**src/rtl/seg_pkg.sv**
```systemverilog
package seg_pkg;

    typedef enum logic [3:0] {
        C_NONE    = 4'd0,
        C_NULL    = 4'd1,
        C_RANGE   = 4'd2,
        C_ABSENT  = 4'd3,
        C_PRIV    = 4'd4,
        C_NOREAD  = 4'd5,
        C_NOWRITE = 4'd6,
        C_NOEXEC  = 4'd7,
        C_LIMIT   = 4'd8
    } cause_e;

    typedef enum logic [1:0] {
        ACC_READ  = 2'd0,
        ACC_WRITE = 2'd1,
        ACC_EXEC  = 2'd2,
        ACC_READ2 = 2'd3
    } acc_e;

    typedef enum logic {
        ST_IDLE = 1'b0,
        ST_RESP = 1'b1
    } state_e;

    typedef struct packed {
        logic [31:0] base;
        logic [31:0] limit;
        logic        present;
        logic [1:0]  dpl;
        logic        rd;
        logic        wr;
        logic        ex;
    } desc_t;

endpackage

```
**src/rtl/seg_desc_table.sv**
```systemverilog
module seg_desc_table
    import seg_pkg::*;
#(
    parameter int IDX_W = 3
) (
    input  logic             clk,
    input  logic             rst_n,
    input  logic             wr_en,
    input  logic [IDX_W-1:0] wr_idx,
    input  desc_t            wr_desc,
    input  logic [IDX_W-1:0] rd_idx,
    output desc_t            rd_desc
);
    localparam int DEPTH = 1 << IDX_W;

    desc_t mem_q [DEPTH];

    always_ff @(posedge clk) begin
        if (!rst_n) begin
            for (int i = 0; i < DEPTH; i++) begin
                mem_q[i] <= '0;
            end
        end else if (wr_en) begin
            mem_q[wr_idx] <= wr_desc;
        end
    end

    assign rd_desc = mem_q[rd_idx];

endmodule

```
**src/rtl/seg_rule_check.sv**
```systemverilog
module seg_rule_check
    import seg_pkg::*;
#(
    parameter int IDX_W = 3
) (
    input  logic [15:0] sel,
    input  logic [31:0] off,
    input  logic [1:0]  acc,
    input  logic [1:0]  cpl,
    input  desc_t       desc,
    output logic        fault,
    output cause_e      cause,
    output logic [31:0] lin
);
    localparam int          DEPTH    = 1 << IDX_W;
    localparam logic [12:0] LAST_IDX = 13'(DEPTH - 1);

    logic [12:0] idx;
    logic        is_local;
    logic [1:0]  rpl;
    logic [1:0]  eff_pl;
    logic        right_ok;
    cause_e      right_cause;

    assign idx      = sel[15:3];
    assign is_local = sel[2];
    assign rpl      = sel[1:0];
    assign eff_pl   = (cpl > rpl) ? cpl : rpl;

    always_comb begin
        unique case (acc_e'(acc))
            ACC_WRITE: begin
                right_ok    = desc.wr;
                right_cause = C_NOWRITE;
            end
            ACC_EXEC: begin
                right_ok    = desc.ex;
                right_cause = C_NOEXEC;
            end
            ACC_READ, ACC_READ2: begin
                right_ok    = desc.rd;
                right_cause = C_NOREAD;
            end
            default: begin
                right_ok    = 1'b0;
                right_cause = C_NOREAD;
            end
        endcase
    end

    always_comb begin
        if (!is_local && idx == 13'd0) begin
            cause = C_NULL;
        end else if (idx > LAST_IDX) begin
            cause = C_RANGE;
        end else if (!desc.present) begin
            cause = C_ABSENT;
        end else if (eff_pl > desc.dpl) begin
            cause = C_PRIV;
        end else if (!right_ok) begin
            cause = right_cause;
        end else if (off > desc.limit) begin
            cause = C_LIMIT;
        end else begin
            cause = C_NONE;
        end
    end

    assign fault = (cause != C_NONE);
    assign lin   = fault ? 32'd0 : (desc.base + off);

endmodule

```
**src/rtl/seg_xlate_unit.sv**
```systemverilog
module seg_xlate_unit
    import seg_pkg::*;
#(
    parameter int IDX_W = 3
) (
    input  logic             clk,
    input  logic             rst_n,
    input  logic             req_valid,
    input  logic [15:0]      req_sel,
    input  logic [31:0]      req_off,
    input  logic [1:0]       req_acc,
    input  logic [1:0]       req_cpl,
    input  logic             hw_en,
    input  logic             hw_tbl,
    input  logic [IDX_W-1:0] hw_idx,
    input  logic [31:0]      hw_base,
    input  logic [31:0]      hw_limit,
    input  logic             hw_present,
    input  logic [1:0]       hw_dpl,
    input  logic             hw_rd,
    input  logic             hw_wr,
    input  logic             hw_ex,
    output logic             rsp_valid,
    output logic             rsp_fault,
    output logic [3:0]       rsp_cause,
    output logic [31:0]      rsp_lin
);
    localparam int NUM_TBL = 2;

    desc_t            wr_desc;
    desc_t            tbl_rd [NUM_TBL];
    desc_t            sel_desc;
    logic [IDX_W-1:0] rd_idx;
    logic             chk_fault;
    cause_e           chk_cause;
    logic [31:0]      chk_lin;
    state_e           state_q, state_d;

    assign wr_desc = '{base: hw_base, limit: hw_limit, present: hw_present,
                       dpl: hw_dpl, rd: hw_rd, wr: hw_wr, ex: hw_ex};
    assign rd_idx  = req_sel[3 +: IDX_W];

    for (genvar t = 0; t < NUM_TBL; t++) begin : g_tbl
        seg_desc_table #(.IDX_W(IDX_W)) u_tbl (
            .clk     (clk),
            .rst_n   (rst_n),
            .wr_en   (hw_en && (hw_tbl == 1'(t))),
            .wr_idx  (hw_idx),
            .wr_desc (wr_desc),
            .rd_idx  (rd_idx),
            .rd_desc (tbl_rd[t])
        );
    end

    assign sel_desc = req_sel[2] ? tbl_rd[1] : tbl_rd[0];

    seg_rule_check #(.IDX_W(IDX_W)) u_chk (
        .sel   (req_sel),
        .off   (req_off),
        .acc   (req_acc),
        .cpl   (req_cpl),
        .desc  (sel_desc),
        .fault (chk_fault),
        .cause (chk_cause),
        .lin   (chk_lin)
    );

    // Next-state logic: GO_RESP, STAY_RESP, BACK_IDLE
    always_comb begin
        unique case (state_q)
            ST_IDLE: state_d = req_valid ? ST_RESP : ST_IDLE;
            ST_RESP: state_d = req_valid ? ST_RESP : ST_IDLE;
            default: state_d = ST_IDLE;
        endcase
    end

    always_ff @(posedge clk) begin
        if (!rst_n) begin
            state_q <= ST_IDLE;
        end else begin
            state_q <= state_d;
        end
    end

    // Result registers, loaded only when a request is accepted
    always_ff @(posedge clk) begin
        if (!rst_n || !req_valid) begin
            rsp_fault <= 1'b0;
            rsp_cause <= 4'd0;
            rsp_lin   <= 32'd0;
        end else begin
            rsp_fault <= chk_fault;
            rsp_cause <= chk_cause;
            rsp_lin   <= chk_lin;
        end
    end

    assign rsp_valid = (state_q == ST_RESP);

endmodule

```
**config.mk**
```make
export PLATFORM = sky130hd
export DESIGN_NAME = seg_xlate_unit
export DESIGN_NICKNAME = d
export VERILOG_FILES = /design/src/rtl/seg_pkg.sv /design/src/rtl/seg_desc_table.sv /design/src/rtl/seg_rule_check.sv /design/src/rtl/seg_xlate_unit.sv
export SDC_FILE = /design/constraint.sdc
export NUM_CORES = 2
export LEC_CHECK = 0
export CORE_ASPECT_RATIO = 1.75
export CORE_UTILIZATION = 67
export DETAILED_ROUTE_END_ITERATION = 10
export PLACE_DENSITY_LB_ADDON = 0.08
export SLEW_MARGIN = 30
export SYNTH_ARGS = -nofsm -noshare
export SYNTH_HDL_FRONTEND = slang
export SYNTH_SLANG_ARGS = --single-unit
```
**constraint.sdc**
```tcl
create_clock -name clk -period 12.6 [get_ports clk]
set_input_delay 3.15 -clock clk [delete_from_list [all_inputs] [get_ports clk]]
set_output_delay 3.15 -clock clk [all_outputs]
set_load 0.05 [all_outputs]
```
==> results by group <==
Pwr
  – LEAKAGE: about 21 nW
  – Power density cells: around 140 nW/um2
  – Psw: around 0.0020 W
  – Clk pwr share: 0.371
  – Peak VDD IR: about 0.13 mV
  – Internal power: between 0.006 and 0.007 W
  – Comb power frac: 0.104
  – Switching share of power: 0.231
  – Part of the power in registers: 0.525

Timing
  – RSZ-0062 raised after global routing: false
  – Final setup vio count: 0
  – Crit path time final: 8.47 ns
  – Max_slew headroom: 0.269
  – Max Clock Skew: about 0.022 ns
  – Part of the cycle the worst path needs: 0.672
  – Worst hold slack: ~1.1 ns
  – Fmax: 118 MHz
  – Final setup margin: 4.13 ns
  – Max Slew Vio Count: 0
  – Final hold violations: 0
  – Setup TNS: 0 ns
  – Least-Margin Pin Slew: between 1 and 1.5 ns

Worst setup path
  – Crit path cell chain: buf_8 > buf_4 > mux4_2 > mux4_2 > inv_1 > ha_1 > nand4_1 > nor4_1 > nand3_1 > nand3_1 > o22ai_1 > nor3b_2 > nand2_1 > or4_1 > buf_4 > nor4_4
  – Required @ worst endpoint: ~13 ns
  – Largest stage delay on the critical path: slightly below 0.8 ns
  – CP Class: in2reg
  – CP endpoint kind: flop
  – Crit path DAT: approximately 9 ns
  – Critical-path top delay cell: buf_4
  – Critical Path Start Type: primary input
  – Worst Path Max Fanout: 53

Placement
  – Pre-CTS setup slack: 3.39 ns
  – Post-Place Cells: ~4400
  – IO Port Bufs: 167
  – RePlAce Congestion: approximately 0.9
  – Dpl hpwl: ~85000 um

Global route
  – Overflow after GRT: 0
  – Number of global-route vias before repair: approximately 32000
  – Largest net degree at the start of global routing: approximately 120
  – First-pass GRT wire length: approximately 220000 um
  – Initial antenna violation count: 8
  – Tot GR Track Use: 0.384

Clocking
  – Setup Buffers After CTS: 0
  – CTS resizes: 0
  – Clk root buf: clkbuf_16
  – Clock transition at the registers of the reported paths: approximately 0.07 ns
  – CTS tree: done
  – Cts hold-fix bufs: 0
  – Worst skew pair latency: ~0.71 ns
  – Total CTS buffers: 100
  – H-Tree Level Count: 3
  – Clock Sinks: 1158
  – Clock buffer depth: 3

Logic synthesis
  – Post-synth ARST share: 0
  – Main synth FF type: edfxtp_1
  – Yosys reg bits: 1158
  – Post-Synthesis Cells: between 3000 and 4000
  – Synth warn: 0
  – Compound-Gate Fraction of Synth Area: 0.0167
  – Post-Syn Area: ~53000 um2
  – Synth unique cells: 60
  – Mean Syn Cell Area: around 16 um2
  – Syn nets: roughly 3600
  – Adder-Cell Fraction of Synth Area: 0.0167
  – Simple logic cell fraction of the synthesized area: 0.149
  – Sequential fraction of the synthesis area: 0.643
  – Largest family of logic cells by synthesized area: simple AND/OR/NAND/NOR gates
  – Mux cell area share after synthesis: 0.148
  – Post-Synth XOR/XNOR Area: 0.00295
  – Post-synth EDFFs: between 1000 and 1500

Floorplan
  – IO Count: between 150 and 200
  – Row cnt: around 140
  – Die X: between 200 and 250 um
  – CORE AREA: just under 80000 um2
  – Die height: 376 um
  – Starting Density: 0.679
  – Die Area: roughly 81000 um2

Routing
  – Antenna violation net count after detailed routing: 0
  – Via-to-Cell Ratio: around 6.8
  – Via count: slightly above 30000
  – Drt drc: 0
  – DR pass1 iterations: 5
  – Routed wire per std cell: ~33 um
  – Drt total wl: about 150000 um
  – Initial DRC Count: around 4200

Worst hold path
  – Hold crit path type: reg2reg

Status
  – Status: completed

Finish
  – Share of layout cells above drive strength 1: 0.171
  – Nets: ~3700
  – Layout fillers: 4500
  – Multi-input logic area: approximately 18000 um2
  – Area grow syn2layout: 11.8%
  – Non-Filler Instances: 4579
  – Final Util: 0.759
  – Reg area: ~34000 um2

Job
  – MaxCap Viol Count: 0
-- through the flow --
step           power (W)  cell area, um2
2_1_floorplan    0.00513           53500
3_3_place_gp     0.00540           56200
3_5_place_dp     0.00544           56400
4_1_cts          0.00855           59800
5_1_grt          0.00875           59800
6_report         0.00855           59800
-- path summary, 6_finish.rpt --
kind	to	slack (ns)	depth (start not counted)	startpoint
min	rsp_cause[0]	1.12	5	g_tbl[1].u_tbl.mem_q[2][5]
max	rsp_lin[29]	4.13	16	req_sel[3]
min reg2reg	rsp_cause[0]	1.12	5	g_tbl[1].u_tbl.mem_q[2][5]
max reg2reg	rsp_lin[29]	7.44	14	g_tbl[0].u_tbl.mem_q[3][15]
-- routing by layer --
metal | up-vias | wire length [um] | track usage
met4 | 8 | 8280 | 0.199
met3 | 487 | 17400 | 0.0743
met2 | 2137 | 75000 | 0.630
met1 | 15900 | 50400 | 0.489
met5 | - | 49 | 0
li1 | 12700 | - | -
-- cells in the mapped netlist, types with 10 or more instances --
cell | n | area [um2]
mux4_2 | 334 | 7520
and2_1 | 1122 | 7020
nor2_1 | 66 | 248
nand2_1 | 34 | 128
dfxtp_1 | 38 | 761
a211oi_1 | 10 | 75.1
clkbuf_1 | 232 | 871
nand3_1 | 14 | 70.1
buf_2 | 27 | 135
inv_1 | 53 | 199
xnor2_1 | 10 | 87.6
ha_1 | 70 | 876
a21o_1 | 12 | 90.1
nand4_1 | 10 | 62.6
o21ai_0 | 43 | 215
nand2b_1 | 13 | 81.3
edfxtp_1 | 1120 | 33600
nor3_1 | 22 | 110
mux4_1 | 10 | 263
a21oi_1 | 37 | 185
-- cell usage in the layout (no fill, tap or decap), types with 9 or more instances in the layout --
cell type | synthesis | routed
a21oi_1 | 37 | 37
clkdlybuf4s50_1 | 0 | 162
a211oi_1 | 10 | 10
edfxtp_1 | 1120 | 1120
inv_1 | 53 | 53
dfxtp_1 | 38 | 38
mux4_1 | 10 | 10
nand4_1 | 10 | 10
nand2b_1 | 13 | 9
mux4_2 | 334 | 334
nor2_1 | 66 | 54
o21ai_0 | 43 | 31
buf_4 | 3 | 57
ha_1 | 70 | 70
nand2_1 | 34 | 34
a21o_1 | 12 | 12
xnor2_1 | 10 | 10
mux2i_1 | 9 | 9
clkinv_1 | 0 | 13
clkinv_2 | 0 | 24
o21ai_4 | 0 | 12
nor2_4 | 0 | 12
nand3_1 | 14 | 14
and2_1 | 1122 | 1122
bufinv_16 | 0 | 13
clkbuf_16 | 0 | 103
clkbuf_1 | 232 | 22
nor2b_1 | 9 | 9
nor3_1 | 22 | 18
-- state kept, by name, indices dropped and copies added (netlist names) --
signal / count
rsp_valid: 1
rsp_cause: 4
g_tbl.u_tbl.mem_q: 1120
rsp_lin: 32
rsp_fault: 1
-- final cells by class --
class,count,share of cell area
clock inverters,58,0.0104
flip-flops and latches,1158,0.575
inverters,53,0.00333
diodes,6,0.000251
repair buffers,241,0.0413
multi-input cells,1901,0.303
clock buffers,127,0.0450
well taps,1035,0.0217
-- kinds of logic (layout without fill, tap and decap cells) --
logic type      after synthesis  count (layout)
compound gates              142             142
xor+xnor                     18              18
buf+inv                     324             479
flops                      1158            1158
mux                         357             357
other cells                   0               6
simple gates               1313            1313
fa+ha+maj                    71              71
-- power by group through the flow --
stage / Combinational [W] / Sequential, W / Clock (W)
2_1_floorplan: 0.000556 / 0.00457 / 0
3_3_place_gp: 0.000853 / 0.00455 / 0
3_5_place_dp: 0.000872 / 0.00457 / 0
4_1_cts: 0.000878 / 0.00449 / 0.00318
5_1_grt: 0.000932 / 0.00450 / 0.00331
6_report: 0.000890 / 0.00449 / 0.00318
-- worst max-delay path, delay by kind of cell --
family | cells | cell delay (ns)
adders and majority gates | 1 | 0.12
muxes | 2 | 1.09
and+or+nand+nor | 8 | 2.83
AOI/OAI and AO/OA | 1 | 0.11
buffers and inverters | 4 | 1.64
Power figures use the tool's default switching activity.
